<file path="config.mk">
export PLATFORM = sky130hd
export DESIGN_NAME = sinc3_interp
export DESIGN_NICKNAME = d
export VERILOG_FILES = /design/src/rtl/sinc3_pkg.sv /design/src/rtl/sinc3_tick.sv /design/src/rtl/sinc3_comb.sv /design/src/rtl/sinc3_integ.sv /design/src/rtl/sinc3_interp.sv
export SDC_FILE = /design/constraint.sdc
export NUM_CORES = 1
export LEC_CHECK = 0
export CAP_MARGIN = 20
export CORE_ASPECT_RATIO = 0.5
export CORE_MARGIN = 2
export CORE_UTILIZATION = 52
export CTS_CLUSTER_SIZE = 16
export DETAILED_ROUTE_END_ITERATION = 12
export PLACE_DENSITY = 0.68
export SYNTH_ARGS = -nofsm -noshare
export SYNTH_HDL_FRONTEND = slang
export SYNTH_HIERARCHICAL = 1
export SYNTH_SLANG_ARGS = --single-unit
</file>
<file path="constraint.sdc">
create_clock -name clk_i -period 11.24 [get_ports clk_i]
set_input_delay 2.248 -clock clk_i [delete_from_list [all_inputs] [get_ports clk_i]]
set_output_delay 2.248 -clock clk_i [all_outputs]
set_load 0.01 [all_outputs]
</file>
<file path="src/rtl/sinc3_pkg.sv">
package sinc3_pkg;
  localparam int DW      = 16;
  localparam int ORDER   = 3;
  localparam int CLK_PER = 8;
  localparam int LG_MIN  = 5;
  localparam int LG_MAX  = 8;
  localparam int RATE_W  = 2;
  localparam int AW      = DW + ORDER * LG_MAX;

  localparam logic signed [AW-1:0] MAX_V = AW'((2 ** (DW - 1)) - 1);
  localparam logic signed [AW-1:0] MIN_V = -MAX_V - AW'(1);

  function automatic logic [DW-1:0] sat16(input logic signed [AW-1:0] v);
    if (v > MAX_V)      return MAX_V[DW-1:0];
    else if (v < MIN_V) return MIN_V[DW-1:0];
    else                return v[DW-1:0];
  endfunction
endpackage

</file>
<file path="src/rtl/sinc3_tick.sv">
module sinc3_tick #(
  parameter int CLK_PER = 8,
  parameter int KW      = 8,
  parameter int LW      = 4
) (
  input  logic          clk_i,
  input  logic          rst_ni,
  input  logic          clr_i,
  input  logic [LW-1:0] lg_i,
  output logic          out_tick_o,
  output logic          in_tick_o
);
  localparam int PW = $clog2(CLK_PER);

  logic [PW-1:0] ph_q;
  logic [KW-1:0] k_q, k_max;

  assign k_max      = KW'((32'd1 << lg_i) - 32'd1);
  assign out_tick_o = !clr_i && (ph_q == PW'(CLK_PER - 1));
  assign in_tick_o  = out_tick_o && (k_q == '0);

  always_ff @(posedge clk_i or negedge rst_ni) begin
    if (!rst_ni) begin
      ph_q <= '0;
      k_q  <= '0;
    end else if (clr_i) begin
      ph_q <= '0;
      k_q  <= '0;
    end else begin
      ph_q <= (ph_q == PW'(CLK_PER - 1)) ? '0 : ph_q + PW'(1);
      if (out_tick_o) k_q <= (k_q == k_max) ? '0 : k_q + KW'(1);
    end
  end
endmodule

</file>
<file path="src/rtl/sinc3_comb.sv">
module sinc3_comb #(
  parameter int AW    = 40,
  parameter int ORDER = 3
) (
  input  logic                 clk_i,
  input  logic                 rst_ni,
  input  logic                 clr_i,
  input  logic                 en_i,
  input  logic signed [AW-1:0] x_i,
  output logic signed [AW-1:0] y_o
);
  logic signed [AW-1:0] c [ORDER+1];
  logic signed [AW-1:0] d_q [ORDER];

  assign c[0] = x_i;

  for (genvar s = 0; s < ORDER; s++) begin : g_stage
    assign c[s+1] = c[s] - d_q[s];
    always_ff @(posedge clk_i or negedge rst_ni) begin
      if (!rst_ni)     d_q[s] <= '0;
      else if (clr_i)  d_q[s] <= '0;
      else if (en_i)   d_q[s] <= c[s];
    end
  end

  assign y_o = c[ORDER];
endmodule

</file>
<file path="src/rtl/sinc3_integ.sv">
module sinc3_integ #(
  parameter int AW    = 40,
  parameter int ORDER = 3
) (
  input  logic                 clk_i,
  input  logic                 rst_ni,
  input  logic                 clr_i,
  input  logic                 en_i,
  input  logic signed [AW-1:0] u_i,
  output logic signed [AW-1:0] y_o
);
  logic signed [AW-1:0] acc_q [ORDER];
  logic signed [AW-1:0] feed [ORDER];

  for (genvar s = 0; s < ORDER; s++) begin : g_stage
    if (s == 0) begin : g_first
      assign feed[s] = u_i;
    end else begin : g_next
      assign feed[s] = acc_q[s-1];
    end
    // wrap-around is intended; width covers the true range
    always_ff @(posedge clk_i or negedge rst_ni) begin
      if (!rst_ni)     acc_q[s] <= '0;
      else if (clr_i)  acc_q[s] <= '0;
      else if (en_i)   acc_q[s] <= acc_q[s] + feed[s];
    end
  end

  assign y_o = acc_q[ORDER-1];
endmodule

</file>
<file path="src/rtl/sinc3_interp.sv">
module sinc3_interp
  import sinc3_pkg::*;
(
  input  logic              clk_i,
  input  logic              rst_ni,
  input  logic [DW-1:0]     in_data_i,
  input  logic              in_valid_i,
  input  logic [RATE_W-1:0] rate_sel_i,
  input  logic              bypass_i,
  output logic [DW-1:0]     out_data_o,
  output logic              out_valid_o
);
  localparam int LW = 4;
  localparam int SW = 5;

  logic [DW-1:0]        hold_q;
  logic [RATE_W-1:0]    rate_q;
  logic                 clr;
  logic [LW-1:0]        lg;
  logic [SW-1:0]        shamt;
  logic                 out_tick, in_tick;
  logic signed [AW-1:0] x_ext, comb_y, integ_u, integ_y, scaled;
  logic [DW-1:0]        y_q;
  logic                 v_q;

  assign clr   = (rate_sel_i != rate_q);
  assign lg    = LW'(LG_MIN) + LW'(rate_sel_i);
  assign shamt = {lg, 1'b0};  // zero insertion loses N, so gain is N^2
  assign x_ext = {{(AW-DW){hold_q[DW-1]}}, hold_q};

  always_ff @(posedge clk_i or negedge rst_ni) begin
    if (!rst_ni) begin
      hold_q <= '0;
      rate_q <= '0;
    end else begin
      rate_q <= rate_sel_i;
      if (in_valid_i) hold_q <= in_data_i;
    end
  end

  sinc3_tick #(.CLK_PER(CLK_PER), .KW(LG_MAX), .LW(LW)) u_tick (
    .clk_i     (clk_i),
    .rst_ni    (rst_ni),
    .clr_i     (clr),
    .lg_i      (lg),
    .out_tick_o(out_tick),
    .in_tick_o (in_tick)
  );

  sinc3_comb #(.AW(AW), .ORDER(ORDER)) u_comb (
    .clk_i (clk_i),
    .rst_ni(rst_ni),
    .clr_i (clr),
    .en_i  (in_tick),
    .x_i   (x_ext),
    .y_o   (comb_y)
  );

  assign integ_u = in_tick ? comb_y : '0;

  sinc3_integ #(.AW(AW), .ORDER(ORDER)) u_integ (
    .clk_i (clk_i),
    .rst_ni(rst_ni),
    .clr_i (clr),
    .en_i  (out_tick),
    .u_i   (integ_u),
    .y_o   (integ_y)
  );

  assign scaled = integ_y >>> shamt;

  always_ff @(posedge clk_i or negedge rst_ni) begin
    if (!rst_ni) begin
      y_q <= '0;
      v_q <= 1'b0;
    end else begin
      v_q <= out_tick;
      if (out_tick) y_q <= bypass_i ? hold_q : sat16(scaled);
    end
  end

  assign out_data_o  = y_q;
  assign out_valid_o = v_q;
endmodule

</file>
==> results.json, run 1 <==
{
  "drv_slew": 0,
  "antenna_found_initial": 0,
  "criticalPathCategory": "flip-flop to flip-flop",
  "cts_resized": 0,
  "switching_share_pct": 35.9,
  "vdd_drop_max_uv": 122,
  "dpl.hpwl_um": 46000,
  "first_iter_violations": 1312,
  "cts_sinks": 286,
  "wire_per_inst_um": 17.2,
  "syn-num-nets": 3319,
  "cp_slowest_cell": "o41ai_2",
  "cts_hold_buf": 0,
  "die_w_um": 321,
  "worstSkewPairLatency_ns": 0.60,
  "cell_internal_pwr_mw": 2.33,
  "slowest_delay_ns": 0.50,
  "arrival_ns": 9.30,
  "synth_warnings": 6,
  "endpoint_kind": "flip-flop",
  "fin_hold_ws_ns": 0.446,
  "final_nets": 3244,
  "p_clk_share_pct": 31.5,
  "dieArea_um2": 52300,
  "grt_pass1_vias": 19900,
  "cts_tree": "built",
  "path_max_fanout": 8,
  "die-height_um": 163,
  "power.switching_mw": 1.30,
  "grt_util_all_layers_pct": 23.9,
  "status": "complete, no violations",
  "initial_core_util_pct": 52.4,
  "grt_start_max_net_pins": 183,
  "core_area_um2": 50000,
  "cts-htree-levels": 1,
  "dr.pass1.iters": 7,
  "synth.avg_cell_area_um2": 8.59,
  "rsz0062_at_grt": "no",
  "post_cts_buffers": 0,
  "cp_top_family": "compound AO/OA/AOI/OAI gates",
  "comb_power_share_pct": 39.1,
  "grt_overflow": 0,
  "leakage_nw": 12.0,
  "grt_first_pass_wirelength_um": 103000,
  "finalHoldViolations": 0,
  "vias": 21300,
  "slew_headroom_pct": 25.5,
  "viasPerCell": 5.81,
  "p_per_area_nw_per_um2": 130,
  "path_buf_inv": 1,
  "period_needed_ns": 8.82,
  "setup_tns_ns": 0,
  "cap_violations": 0,
  "fill_cells": 4553,
  "drtAntennaViolNets": 0,
  "max_freq_mhz": 113,
  "io_pins": 39,
  "hp-class": "flip-flop to flip-flop",
  "max_slew.worst_pin.slew_ns": 1.12,
  "gp_congestion": 0.899,
  "syn_inst": 3050,
  "cts_buffer_depth": 3,
  "finalSetupViolCount": 0,
  "drcViolationCount": 0,
  "path_clk_slew_ns": 0.07,
  "totalWireLength_um": 62800,
  "seq_power_share_pct": 29.4,
  "syn_area_um2": 26200,
  "numCtsBuffers": 31,
  "num_rows": 58,
  "area_delta_synth_final_pct": 6.64,
  "fin_crit_sh_pct": 78.5,
  "cp.required_ns": 11.72,
  "critPathLaunchType": "flip-flop",
  "drive_gt1_share_pct": 5.67,
  "fin_worst_skew_ns": 0.0168,
  "io_buffer_count": 38,
  "cts-root-buf": "clkbuf_16"
}
metrics by stage:
stage                     total power [mW]  util [%]  area (um2)  setup slack (ns)  std cells
after global placement                2.47      53.6       26800              2.70       3601
after floorplan                       2.18         -       26200              3.42       3050
after CTS                             3.65      55.8       27900              2.46       3659
after global routing                  3.88      55.8       27900              1.77       3660
after detailed placement              2.49      53.6       26800              2.55       3601
final                                 3.63      55.9       27900              2.42       3662
per-layer routing:
metal	GRT usage [%]	share of wire, %	wire, um
met1	35.9	52	32400
met4	4.61	1.9	1180
met3	4.04	5.4	3400
met2	36.0	41	25800
met5	0	0	0
final timing paths:
| path | startpoint | endpoint | slack, ns | depth (start not counted) |
|---|---|---|---|---|
| max | hold_q[0]$_DFFE_PN0P_ | u_integ/acc_q[119]$_DFFE_PN0P_ | 2.42 | 40 |
| min | u_tick/ph_q[0]$_DFF_PN0_ | u_tick/ph_q[0]$_DFF_PN0_ | 0.45 | 1 |
| max reg2reg | hold_q[0]$_DFFE_PN0P_ | u_integ/acc_q[119]$_DFFE_PN0P_ | 2.42 | 40 |
| min reg2reg | u_tick/ph_q[0]$_DFF_PN0_ | u_tick/ph_q[0]$_DFF_PN0_ | 0.45 | 1 |
| max in group asynchronous | rst_ni | u_comb/d_q[79]$_DFFE_PN0P_ | 7.97 | 2 |
| min in group asynchronous | rst_ni | u_tick/ph_q[2]$_DFF_PN0_ | 1.69 | 1 |
power by group through the flow:
stage,Clock [mW],Sequential [mW],Combinational [mW]
2_1_floorplan,0,1.08,1.10
3_3_place_gp,0,1.08,1.39
3_5_place_dp,0,1.08,1.41
4_1_cts,1.17,1.07,1.41
5_1_grt,1.22,1.07,1.59
6_report,1.15,1.07,1.42
cell usage in the layout (no fill, tap or decap), drive strengths merged, types with 31 or more instances in the layout:
cell           count
xor2              64
a21o             127
nand3             44
nor2             320
ha               241
o21bai            47
and2              59
nand2b            42
inv              190
dfrtp            286
a211oi            36
clkdlybuf4s50     36
nand2            174
a21oi            239
nor3              38
nor2b             40
mux2i            198
o21ai            168
a31oi             35
o21a              31
xnor2            155
clkbuf            36
sequential cells by signal, indices dropped and copies added (netlist names):
name and count:
hold_q 16, out_data_o 16, out_valid_o 1, rate_q 2, u_comb/d_q 120, u_integ/acc_q 80, u_integ/y_o 40, u_tick/k_q 8
u_tick/ph_q 3
layout make-up:
type	instances	area, um2	area share (%)
Multi-Input combinational cell	2419	17600	63.0
Tap cell	660	826	2.96
Timing Repair Buffer	50	520	1.86
Clock buffer	36	815	2.92
Clock inverter	22	308	1.10
Sequential cell	286	7160	25.6
Inverter	187	702	2.51
Antenna cell	2	5.00	0.0179
worst register-to-register path: cells and delay by family, from the launching register on:
kind,cells,cell delay [ns]
adder cells (fa/ha/maj),5,1.68
buffers and inverters,1,0.05
multiplexers,1,0.29
XOR/XNOR,3,0.45
flip-flops,1,0.38
AND/OR/NAND/NOR,9,1.94
AO/OA/AOI/OAI,21,3.92
Note: power is estimated with default switching activity, not from simulation.
==> run 2: changes to the inputs <==
--- a/config.mk
+++ b/config.mk
@@ -11,7 +11,7 @@
 export CORE_UTILIZATION = 52
 export CTS_CLUSTER_SIZE = 16
 export DETAILED_ROUTE_END_ITERATION = 12
-export PLACE_DENSITY = 0.68
+export PLACE_DENSITY = 0.71
 export SYNTH_ARGS = -nofsm -noshare
 export SYNTH_HDL_FRONTEND = slang
 export SYNTH_HIERARCHICAL = 1
==> constraint.sdc (replaced) <==
create_clock -name clk_i -period 8 [get_ports clk_i]
set_input_delay 1.6 -clock clk_i [delete_from_list [all_inputs] [get_ports clk_i]]
set_output_delay 1.6 -clock clk_i [all_outputs]
set_load 0.01 [all_outputs]
==> results.json, run 2 (same netlist as run 1, synthesis figures left out) <==
{
  "die_w_um": 321,
  "wire_per_inst_um": 17.7,
  "vias": 22100,
  "holdPathEnd": "u_tick/ph_q[0]$_DFF_PN0_",
  "drcViolationCount": 0,
  "cp.required_ns": 8.47,
  "slowest_delay_ns": 0.41,
  "numCtsBuffers": 31,
  "antenna_found_initial": 0,
  "leakage_nw": 12.5,
  "path_max_fanout": 3,
  "cap_violations": 0,
  "hold_depth": 1,
  "num_rows": 58,
  "arrival_ns": 8.21,
  "grt_util_all_layers_pct": 25.0,
  "max_slew.worst_pin.slew_ns": 1.06,
  "cts-htree-levels": 1,
  "io_pins": 39,
  "viasPerCell": 5.90,
  "drv_slew": 0,
  "core_area_um2": 50000,
  "final_common_cell": "nor2_1",
  "min_from": "u_tick/ph_q[0]$_DFF_PN0_",
  "drtAntennaViolNets": 0,
  "status": "complete, no violations",
  "cts_tree": "built",
  "reg2regPathDepth": 42,
  "final_nets": 3335,
  "finish.utilization_pct": 58.2,
  "worstSkewPairLatency_ns": 0.59,
  "grt_start_max_net_pins": 142,
  "first_iter_violations": 1712,
  "period_needed_ns": 7.73,
  "totalWireLength_um": 66500,
  "path_clk_slew_ns": 0.07,
  "ff2ff_setup_slack_ns": 0.27,
  "grt_pass1_vias": 20700,
  "power.total_mw": 5.28,
  "initial_core_util_pct": 52.4,
  "gp_congestion": 0.906,
  "io_buffer_count": 38,
  "finalSetupViolCount": 0,
  "fin_crit_sh_pct": 96.7,
  "p_per_area_nw_per_um2": 182,
  "reg2reg_from": "hold_q[0]$_DFFE_PN0P_",
  "multi_input_area_um2": 18300,
  "hp-class": "flip-flop to flip-flop",
  "finalHoldViolations": 0,
  "dp.cells": 3658,
  "largest_register": "u_comb/d_q",
  "instances_no_fill": 3746,
  "mostFrequentLayoutCells": "nor2_1, dfrtp_1, ha_1",
  "cts-root-buf": "clkbuf_16",
  "fin_worst_skew_ns": 0.0162,
  "grt_overflow": 0,
  "criticalPathCategory": "flip-flop to flip-flop",
  "cp_slowest_cell": "or3_4",
  "vdd_drop_max_uv": 189,
  "largest_register_ffs": 120,
  "cts_buffer_depth": 3,
  "grt_first_pass_wirelength_um": 108000,
  "cts_sinks": 286,
  "critPathLaunchType": "flip-flop",
  "dpl.hpwl_um": 48100,
  "endpoint_kind": "flip-flop",
  "dr.pass1.iters": 5,
  "dieArea_um2": 52300,
  "max_freq_mhz": 129,
  "slew_headroom_pct": 29.3,
  "fill_cells": 4385,
  "drive_gt1_share_pct": 11.8,
  "area_delta_synth_final_pct": 11.1,
  "seq_area_um2": 7160,
  "r2r_end": "u_integ/acc_q[119]$_DFFE_PN0P_",
  "die-height_um": 163
}
run 2: cell count changes in the layout (fill, tap and decap cells not counted), sizes merged:
cell,before,now
clkinvlp,2,0
clkinv,10,2
bufinv,7,0
inv,190,189
clkbuf,36,48
diode,2,1
buf,14,105
run 2: timing repair:
| action | in CTS | in global routing |
|---|---|---|
| setup endpoints to repair | 4 | 16 |
| hold buffers | 0 | 0 |
| pin swaps | 2 | 109 |
| setup buffers | 2 | 33 |
| resized for setup | 6 | 153 |
run 2: power by group:
| group | switching [mW] | total (mW) | internal [mW] | leakage, nW |
|---|---|---|---|---|
| registers | 0.0226 | 1.49 | 1.46 | 3.95 |
| logic | 1.34 | 2.42 | 1.08 | 8.08 |
| clock network | 0.614 | 1.38 | 0.764 | 0.455 |
run 2: per-layer routing:
metal | share of wire, % | routed length, um | GRT usage, %
met1 | 51 | 33700 | 38.1
met2 | 42 | 27700 | 37.3
met3 | 5.9 | 3950 | 3.92
met4 | 1.7 | 1160 | 4.35
met5 | 0 | 0 | 0
run 2: worst max-delay path by stage:
stage | startpoint | end | slack (ns) | depth (start not counted)
final | hold_q[0]$_DFFE_PN0P_ | u_integ/acc_q[119]$_DFFE_PN0P_ | 0.27 | 42
after global routing | hold_q[0]$_DFFE_PN0P_ | u_integ/acc_q[119]$_DFFE_PN0P_ | -0.12 | 43
after CTS | hold_q[0]$_DFFE_PN0P_ | u_integ/acc_q[113]$_DFFE_PN0P_ | 0.01 | 38
after detailed placement | hold_q[0]$_DFFE_PN0P_ | u_integ/acc_q[119]$_DFFE_PN0P_ | -0.16 | 39
after global placement | hold_q[0]$_DFFE_PN0P_ | u_integ/acc_q[116]$_DFFE_PN0P_ | 0.02 | 42
after floorplan | hold_q[15]$_DFFE_PN0P_ | u_integ/acc_q[119]$_DFFE_PN0P_ | 0.18 | 31
run 2: worst max-delay path: cells and delay by family, from the launching register on:
kind / cells / cell delay [ns]
flip-flops: 1 / 0.38
AND/OR/NAND/NOR: 6 / 1.04
adder cells (fa/ha/maj): 5 / 1.31
buffers and inverters: 3 / 0.26
AO/OA/AOI/OAI: 24 / 3.95
multiplexers: 1 / 0.29
XOR/XNOR: 3 / 0.40
run 2: final cells by class:
| type | instances | area share (%) |
|---|---|---|
| Clock inverter | 4 | 0.0946 |
| Sequential cell | 286 | 24.6 |
| Inverter | 187 | 2.41 |
| Antenna cell | 1 | 0.00860 |
| Timing Repair Buffer | 141 | 4.12 |
| Clock buffer | 48 | 3.09 |
| Multi-Input combinational cell | 2419 | 62.8 |
| Tap cell | 660 | 2.84 |
run 2: through the flow:
step           setup WS [ns]  instance area, um2  setup TNS [ns]  hold slack, ns
2_1_floorplan          0.181               26200               0           0.415
3_3_place_gp          0.0171               27200               0           0.430
3_5_place_dp          -0.162               27200          -0.401           0.441
4_1_cts               0.0149               28200               0           0.450
5_1_grt               -0.123               29100          -0.656           0.471
6_report               0.267               29100               0           0.442
